[config.mk]
export PLATFORM = sky130hd
export DESIGN_NAME = intdiv_unit
export DESIGN_NICKNAME = d
export VERILOG_FILES = /design/src/rtl/intdiv_pkg.sv /design/src/rtl/intdiv_operand_prep.sv /design/src/rtl/intdiv_core.sv /design/src/rtl/intdiv_result_fmt.sv /design/src/rtl/intdiv_unit.sv
export SDC_FILE = /design/constraint.sdc
export NUM_CORES = 1
export LEC_CHECK = 0
export BUFFER_PORTS_ARGS = -buffer_cell sky130_fd_sc_hd__buf_2
export CORE_MARGIN = 2
export CORE_UTILIZATION = 40
export DETAILED_ROUTE_END_ITERATION = 12
export PLACE_DENSITY = 0.7
export SETUP_SLACK_MARGIN = 0.05
export SKIP_CTS_REPAIR_TIMING = 1
export SYNTH_ARGS = -nofsm -noshare
export SYNTH_HDL_FRONTEND = slang
export SYNTH_SLANG_ARGS = --single-unit
[constraint.sdc]
create_clock -name clk -period 3.13 [get_ports clk]
set_input_delay 0.7825 -clock clk [delete_from_list [all_inputs] [get_ports clk]]
set_output_delay 0.7825 -clock clk [all_outputs]
set_load 0.02 [all_outputs]
[src/rtl/intdiv_pkg.sv]
package intdiv_pkg;

    typedef enum logic [1:0] {
        OP_PACK16   = 2'd0,
        OP_QUOT     = 2'd1,
        OP_REM      = 2'd2,
        OP_QUOT_ALT = 2'd3
    } div_op_e;

    typedef enum logic [1:0] {
        ST_IDLE   = 2'd0,
        ST_CALC   = 2'd1,
        ST_ADJUST = 2'd2,
        ST_FINISH = 2'd3
    } div_state_e;

endpackage

[src/rtl/intdiv_operand_prep.sv]
module intdiv_operand_prep #(
    parameter int W = 32
) (
    input  logic         is_signed,
    input  logic         half_mode,
    input  logic [W-1:0] dividend,
    input  logic [W-1:0] divisor,
    output logic [W-1:0] mag_n,
    output logic [W-1:0] mag_d,
    output logic         neg_quo,
    output logic         neg_rem,
    output logic         zero_div
);
    localparam int H = W / 2;

    logic [W-1:0] dvs_eff;
    logic         n_neg;
    logic         d_neg;

    always_comb begin
        if (half_mode) begin
            dvs_eff = {{H{is_signed & divisor[H-1]}}, divisor[H-1:0]};
        end else begin
            dvs_eff = divisor;
        end
        n_neg    = is_signed & dividend[W-1];
        d_neg    = is_signed & dvs_eff[W-1];
        mag_n    = n_neg ? (~dividend + 1'b1) : dividend;
        mag_d    = d_neg ? (~dvs_eff + 1'b1) : dvs_eff;
        neg_quo  = n_neg ^ d_neg;
        neg_rem  = n_neg;
        zero_div = (dvs_eff == '0);
    end

endmodule

[src/rtl/intdiv_core.sv]
module intdiv_core #(
    parameter int W = 32
) (
    input  logic         clk,
    input  logic         rst_n,
    input  logic         load,
    input  logic         step,
    input  logic [W-1:0] mag_n,
    input  logic [W-1:0] mag_d,
    output logic [W-1:0] quo_mag,
    output logic [W-1:0] rem_mag,
    output logic         last
);
    localparam int CW = $clog2(W);

    logic [W-1:0]  acc_q;
    logic [W-1:0]  quo_q;
    logic [W-1:0]  dvs_q;
    logic [CW-1:0] cnt_q;
    logic [W:0]    shifted;
    logic [W:0]    trial;
    logic          fits;

    always_comb begin
        shifted = {acc_q, quo_q[W-1]};
        trial   = shifted - {1'b0, dvs_q};
        fits    = ~trial[W];
    end

    always_ff @(posedge clk or negedge rst_n) begin
        if (!rst_n) begin
            acc_q <= '0;
            quo_q <= '0;
            dvs_q <= '0;
            cnt_q <= '0;
        end else if (load) begin
            acc_q <= '0;
            quo_q <= mag_n;
            dvs_q <= mag_d;
            cnt_q <= '0;
        end else if (step) begin
            acc_q <= fits ? trial[W-1:0] : shifted[W-1:0];
            quo_q <= {quo_q[W-2:0], fits};
            cnt_q <= cnt_q + 1'b1;
        end
    end

    assign quo_mag = quo_q;
    assign rem_mag = acc_q;
    assign last    = (cnt_q == CW'(W - 1));

endmodule

[src/rtl/intdiv_result_fmt.sv]
module intdiv_result_fmt
    import intdiv_pkg::*;
#(
    parameter int W = 32
) (
    input  div_op_e      op,
    input  logic         is_signed,
    input  logic         neg_quo,
    input  logic         neg_rem,
    input  logic [W-1:0] quo_mag,
    input  logic [W-1:0] rem_mag,
    output logic [W-1:0] value,
    output logic         ovf
);
    localparam int           H        = W / 2;
    localparam logic [W-1:0] HALF_LIM = W'(1) << (H - 1);

    logic [W-1:0] quo_s;
    logic [W-1:0] rem_s;
    logic         half_ovf;

    always_comb begin
        quo_s = neg_quo ? (~quo_mag + 1'b1) : quo_mag;
        rem_s = neg_rem ? (~rem_mag + 1'b1) : rem_mag;

        if (!is_signed) begin
            half_ovf = |quo_mag[W-1:H];
        end else if (neg_quo) begin
            half_ovf = (quo_mag > HALF_LIM);
        end else begin
            half_ovf = (quo_mag >= HALF_LIM);
        end

        unique case (op)
            OP_PACK16: begin
                value = {rem_s[H-1:0], quo_s[H-1:0]};
                ovf   = half_ovf;
            end
            OP_REM: begin
                value = rem_s;
                ovf   = 1'b0;
            end
            OP_QUOT, OP_QUOT_ALT: begin
                value = quo_s;
                ovf   = is_signed & ~neg_quo & quo_mag[W-1];
            end
            default: begin
                value = quo_s;
                ovf   = 1'b0;
            end
        endcase
    end

endmodule

[src/rtl/intdiv_unit.sv]
module intdiv_unit
    import intdiv_pkg::*;
#(
    parameter int DATA_W = 32
) (
    input  logic              clk,
    input  logic              rst_n,
    input  logic              start,
    input  logic              is_signed,
    input  logic [1:0]        op_sel,
    input  logic [DATA_W-1:0] dividend,
    input  logic [DATA_W-1:0] divisor,
    output logic              busy,
    output logic              done,
    output logic [DATA_W-1:0] result,
    output logic              overflow,
    output logic              div_zero
);
    div_state_e state_q;
    div_state_e state_d;

    div_op_e           op_q;
    logic              sgn_q;
    logic              negq_q;
    logic              negr_q;

    logic [DATA_W-1:0] mag_n;
    logic [DATA_W-1:0] mag_d;
    logic              neg_quo;
    logic              neg_rem;
    logic              zero_div;
    logic [DATA_W-1:0] quo_mag;
    logic [DATA_W-1:0] rem_mag;
    logic              last;
    logic [DATA_W-1:0] fmt_val;
    logic              fmt_ovf;
    logic              accept;

    assign accept = (state_q == ST_IDLE) && start;

    intdiv_operand_prep #(.W(DATA_W)) u_prep (
        .is_signed (is_signed),
        .half_mode (op_sel == 2'd0),
        .dividend  (dividend),
        .divisor   (divisor),
        .mag_n     (mag_n),
        .mag_d     (mag_d),
        .neg_quo   (neg_quo),
        .neg_rem   (neg_rem),
        .zero_div  (zero_div)
    );

    intdiv_core #(.W(DATA_W)) u_core (
        .clk     (clk),
        .rst_n   (rst_n),
        .load    (accept),
        .step    (state_q == ST_CALC),
        .mag_n   (mag_n),
        .mag_d   (mag_d),
        .quo_mag (quo_mag),
        .rem_mag (rem_mag),
        .last    (last)
    );

    intdiv_result_fmt #(.W(DATA_W)) u_fmt (
        .op        (op_q),
        .is_signed (sgn_q),
        .neg_quo   (negq_q),
        .neg_rem   (negr_q),
        .quo_mag   (quo_mag),
        .rem_mag   (rem_mag),
        .value     (fmt_val),
        .ovf       (fmt_ovf)
    );

    // State register
    always_ff @(posedge clk or negedge rst_n) begin
        if (!rst_n) begin
            state_q <= ST_IDLE;
        end else begin
            state_q <= state_d;
        end
    end

    // Next-state logic
    always_comb begin
        state_d = state_q;
        unique case (state_q)
            ST_IDLE: begin
                if (start) begin
                    state_d = zero_div ? ST_FINISH : ST_CALC;
                end
            end
            ST_CALC: begin
                if (last) begin
                    state_d = ST_ADJUST;
                end
            end
            ST_ADJUST: state_d = ST_FINISH;
            ST_FINISH: state_d = ST_IDLE;
            default:   state_d = ST_IDLE;
        endcase
    end

    // Output and operation-context registers
    always_ff @(posedge clk or negedge rst_n) begin
        if (!rst_n) begin
            result   <= '0;
            overflow <= 1'b0;
            div_zero <= 1'b0;
            op_q     <= OP_PACK16;
            sgn_q    <= 1'b0;
            negq_q   <= 1'b0;
            negr_q   <= 1'b0;
        end else if (accept) begin
            overflow <= 1'b0;
            div_zero <= zero_div;
            op_q     <= div_op_e'(op_sel);
            sgn_q    <= is_signed;
            negq_q   <= neg_quo;
            negr_q   <= neg_rem;
        end else if (state_q == ST_ADJUST) begin
            if (fmt_ovf) begin
                overflow <= 1'b1;
            end else begin
                result <= fmt_val;
            end
        end
    end

    assign busy = (state_q != ST_IDLE);
    assign done = (state_q == ST_FINISH);

endmodule

# After elaboration in Yosys (flattened, before gate mapping)
# Cells that the tools add are included.
word_totals:
  reg_bits: 142
  latch_bits: 0
  ramBits: 0
  romBits: 0
  input_bits: 70
  output_inout_bits: 36
  word_cells: 80
  mem_count: 0
op_classes:
  addsub: 6
  mul: 0
  div: 0
  magnitude_cmp: 2
  n_eq_ne: 9
  shift: 0
  n_mux: 23
  bitwise_logic: 14
  reduce_logical: 14
op_table:
  columns: ["cell", "count"]
  rows:
  - ["$mux W32", 10]
  - ["$add A32 B1 Y32 const B", 4]
  - ["$not A32 Y32", 4]
  - ["$pmux W32 S3", 1]
  - ["$sub A33 B32 Y33", 1]
  - ["$ge A32 B16 Y1 const B", 1]
  - ["$gt A32 B16 Y1 const B", 1]
  - ["$logic_not A32 Y1", 1]
  - ["$reduce_or A16 Y1", 1]
  - ["$mux W5", 2]
  - ["$eq A2 B2 Y1 const B", 4]
  - ["$pmux W2 S4", 1]
  - ["$reduce_bool A2 Y1", 4]
  - ["$logic_not A2 Y1", 3]
  - ["$mux W2", 3]
  - ["$add A5 B1 Y5 const B", 1]
  - ["$and A1 B1 Y1", 5]
  - ["$eq A5 B5 Y1 const B", 1]
  - ["$mux W1", 5]
  - ["$eq A2 B1 Y1 const B", 2]
  - ["$ne A2 B2 Y1 const B", 2]
  - ["$not A1 Y1", 4]
  - ["$reduce_and A2 Y1", 2]
  - ["$pmux W1 S3", 1]
  - ["other kinds (4)", 4]

# Logic depth before layout (Yosys ltp)
depth:
  depth_word: 7
  depth_mapped: 14
  depth_no_buf: 12

# By module
# A second synthesis with hierarchy kept.
hier_totals:
  hier_cells: 1344
  area_unflattened_um2: 11633.7
by_module_without_submodules:
  columns: ["mod", "instances", "cells_each", "area_per_inst_um2", "seq_area_each_um2"]
  rows:
  - ["intdiv_core", 1, 672, 6173.4, 2527.4]
  - ["intdiv_result_fmt", 1, 316, 2052.0, 0.0]
  - ["intdiv_unit", 1, 102, 1765.4, 1026.0]
  - ["intdiv_operand_prep", 1, 254, 1642.8, 0.0]

# Least setup slack after synthesis
# Ideal clock, no wire load.
synth_path:
  path_type: "input port to flip-flop"
  startpoint: "input port dividend[8]"
  endpoint: "register u_core.quo_q[29], in the netlist u_core.quo_mag[29]"
  t_arrival_ns: 3.007
  t_required_ns: 3.054
  slack_ns: 0.046
  path_stages: 9
  path_cell_list: "or4_4 -> or4_4 -> or3_4 -> nor3b_4 -> nand3_2 -> o41ai_2 -> xnor2_1 -> nand2_1 -> o21ai_1"
synth_via:
  elab_chain_len: 4
synth_rtl:
  columns: ["item", "line", "text"]
  rows:
  - ["start, declared", "intdiv_unit.sv:11", "input logic [DATA_W-1:0] dividend,"]
  - ["$not A32 Y32", "intdiv_operand_prep.sv:28", "mag_n = n_neg ? (~dividend + 1'b1) : dividend;"]
  - ["$add A32 B1 Y32", "intdiv_operand_prep.sv:28", null]
  - ["$mux W32", "intdiv_operand_prep.sv:28", null]
  - ["$mux W32", "intdiv_core.sv:36", "end else if (load) begin"]
  - ["end signal, assigned", "intdiv_core.sv:38", "quo_q <= mag_n;"]
  - ["end signal, assigned", "intdiv_core.sv:43", "quo_q <= {quo_q[W-2:0], fits};"]
  - ["end, declared", "intdiv_core.sv:17", "logic [W-1:0] quo_q;"]
# No other way between the ends.
# A chain may end at the register's enable or synchronous reset.

# Worst setup path in the final report
layout_path:
  startpoint: "register u_core.quo_q[14], in the netlist u_core.quo_mag[14]"
  endpoint: "register result[25]"
layout_via:
  elab_chain_len: 6
  word_cells_on_any_way: 11
layout_rtl:
  columns: ["item", "line", "text"]
  rows:
  - ["$ge A32 B16 Y1 or $gt A32 B16 Y1 (tied branches)", "intdiv_result_fmt.sv:31, intdiv_result_fmt.sv:29", null]
  - ["$mux W1", "intdiv_result_fmt.sv:28", "end else if (neg_quo) begin"]
  - ["$mux W1", "intdiv_result_fmt.sv:26", "if (!is_signed) begin"]
  - ["$pmux W1 S3", "intdiv_result_fmt.sv:34", "unique case (op)"]
  - ["$not A1 Y1 (no line)", null, null]
  - ["$reduce_and A3 Y1 (no line)", null, null]
  - ["end signal, assigned", "intdiv_unit.sv:126", "result <= fmt_val;"]
  - ["end, declared", "intdiv_unit.sv:15", "output logic [DATA_W-1:0] result,"]
# Several ways; a longest one is shown, not always the timed one.

==> metrics <==
startpoint types=flop; most frequent CP cell=or4_4; Synth async-reset ratio=100%; Crit-path slowest cell=or4_4; CORE AREA=approximately 27000 sq um; grt ovf=0; type of the tightest min-delay check=primary input to async pin; routed len/inst=approximately 17 um; Num CTS Buffers=17; setup_tns=0 ps; Slew Limit Headroom=33.0%; Least-Margin Pin Slew=approximately 1000 ps; crit path buf inv count=0; Max Clock Freq=0.335 GHz; final hold violation count=0; Avg Vias per Cell=~5.8; # fillers=roughly 2600; WP data arrival=~3300 ps; Yosys top cell area share=32.1%; FF+latch count, synth=around 140; GP Congestion=0.906; PortBufs=~110; post-synth top area cell=dfrtp_1; Die Wd=around 170 um; ranking of synthesized cells by area=dfrtp_1 (32%), o21ai_0 (8.4%), xnor2_1 (6.1%); Clk pin slew, worst setup/hold paths=70 ps; Routed WL=~33 mm; CP Max Fanout=5; pwr/cell area=about 1200 nW/um^2; yosys warns=0; vias=11014; Rows=60; Final WS setup=143 ps; drc violations=0; CP top delay family=simple AND/OR/NAND/NOR gates; io pins=around 110; Setup Crit Path Kind=flop to flop; Initial Utilization=about two fifths; DP Wirelength=~25 mm; antenna violations before repair=0; Top FF cell, synth=dfrtp_1; max_cap viols=0; period utilisation layout=between 90% and 100%; Routed Antenna Nets=0; clk_skew=14.7 ps; CTS sink cnt=142; Reg area=approximately 3600 sq um; TritonCTS clock tree=built; P_leak=5.78 nW; NumNets Final=approximately 1700; Worst-Skew Late Latency=around 440 ps; Critical Path Max Stage Delay=~560 ps; CP endpoint kind=flop; largest net degree at the start of global routing=69; crit path time final=around 3000 ps; worst-path cell chain=or4_4 -> or2_2 -> or4_4 -> or2_4 -> o31ai_2 -> xor2_1 -> nand2_1 -> o21ai_0 -> o21ai_1; area occupied by multi-input gates=between 7000 and 8000 sq um; Die Y=~170 um; Syn Nets=roughly 1500; Worst EP required=approximately 3400 ps; Avg Inst Size Synth=slightly below 8 sq um; Max IR drop VDD=roughly 0.70 mV; synth-to-layout area growth=21.6%; pre-CTS setup slack=-161 ps; status=completed; sequential-to-total area share from yosys stat=32.1%; DR pass1 iterations=8; first-pass GRT wire length=52.7 mm; Final Slew Violations=0; CTS H-tree lvls=4; Synth cell types=between 60 and 70; post-synthesis cell count=roughly 1400; RSZ-0062 raised after global routing=true; CTS root buffer=clkbuf_16; number of diodes=0; Setup violations, final=0; Tot GR Track Use=a little under a quarter; initial drt markers=987; layout cell share with drive strength beyond 1=about a fifth; vias in the first global route=10069; Cell Area, Synth=~11000 sq um; EDFF count, synth=0; Bufs on Longest Clock Path=2; die area=29000 sq um
path summary, 6_finish.rpt:
kind / cells after the start / start / to / slack (ps)
max: 9 / u_core.quo_mag[14] / result[25] / 140
min: 1 / rst_n / u_core.dvs_q[9] / 270
max reg2reg: 9 / u_core.quo_mag[14] / result[25] / 140
min reg2reg: 1 / result[18] / result[18] / 470
max in group asynchronous: 2 / rst_n / result[31] / 1990
min in group clk: 1 / result[18] / result[18] / 470
metrics by stage:
stage          util, %  total power, mW  instances  area (sq um)  hold slack (ps)
6_report          49.8             16.5       1905         13500              273
5_1_grt           49.8             17.8       1905         13500              305
4_1_cts           48.9             15.9       1900         13200              289
3_5_place_dp      46.7             13.8       1868         12600              461
3_3_place_gp      46.7             13.6       1868         12600              458
2_1_floorplan        -             10.4       1399         11100              450
cells in the final DEF (no fill, tap or decap), types with 9 or more instances in the layout:
cell type  count
ha_1          39
mux2i_1       36
xnor2_1       77
nand4_1       14
a21o_1        15
nand2_1      175
and3_1         9
buf_4        107
a211oi_1      12
a31oi_1       36
clkbuf_16     18
dfrtp_1      142
or3_1         13
buf_2        104
nor3_1        21
o41ai_1       13
o21ai_1       35
o31ai_1       28
xor2_1        62
inv_1         59
nor2_1        64
o21ai_0      183
o2111ai_1      9
nand3_1       56
a21oi_1       83
or4_1         11
report_power, final:
part           leakage (nW)  switching [mW]  total [mW]  internal (mW)
Sequential             1.77           0.858        3.57           2.71
Clock                 0.291           0.939        2.08           1.14
Combinational          3.72            6.38        10.9           4.48
Total                  5.78            8.18        16.5           8.34
synthesized netlist by cell type, drive strengths merged (3+ instances only):
cell / instances
a211oi: 13
a21o: 15
a21oi: 87
a31oi: 37
and2: 5
and3: 10
buf: 10
clkbuf: 78
dfrtp: 142
ha: 43
inv: 60
mux2i: 36
nand2: 176
nand2b: 7
nand3: 58
nand3b: 3
nand4: 14
nor2: 64
nor2b: 4
nor3: 24
nor4: 8
o2111ai: 9
o211a: 3
o211ai: 4
o21a: 6
o21ai: 218
o22ai: 7
o311ai: 5
o31ai: 33
o32ai: 3
o41ai: 15
or2: 7
or3: 15
or4: 16
xnor2: 77
xor2: 62
sequential cells by signal, indices dropped and copies added, names as in the netlist, 2 cells and up:
| signal | cells |
|---|---|
| u_core.cnt_q | 5 |
| u_core.rem_mag | 32 |
| result | 32 |
| u_core.dvs_q | 32 |
| state_q | 2 |
| u_core.quo_mag | 32 |
| op_q | 2 |
logic make-up after synthesis:
| kind of cell | after synthesis | share of synthesized area, % |
|---|---|---|
| xor gates and xnor gates | 139 | 11.0 |
| DFF | 142 | 32.1 |
| and+or+nand+nor | 417 | 18.0 |
| adders and majority gates | 44 | 5.04 |
| AOI/OAI and AO/OA | 472 | 25.4 |
| buffers and inverters | 149 | 5.10 |
| muxes | 36 | 3.26 |
cell type report:
cell class	instances	share of cell area, %
timing repair buffer	221	11.2
inverter	61	1.70
multi-input combinational	1108	53.1
clock inverter	15	1.27
tap	341	3.17
clock buffer	17	3.16
sequential	142	26.4
per-layer routing:
| metal | track usage, % | vias up | wire [um] |
|---|---|---|---|
| met5 | 0 | - | 0 |
| met4 | 7.99 | 0 | 882 |
| met3 | 3.60 | 57 | 2190 |
| met2 | 35.2 | 410 | 15100 |
| met1 | 32.1 | 5176 | 15200 |
| li1 | - | 5371 | - |
No activity file was read; power rests on OpenSTA's default activity.
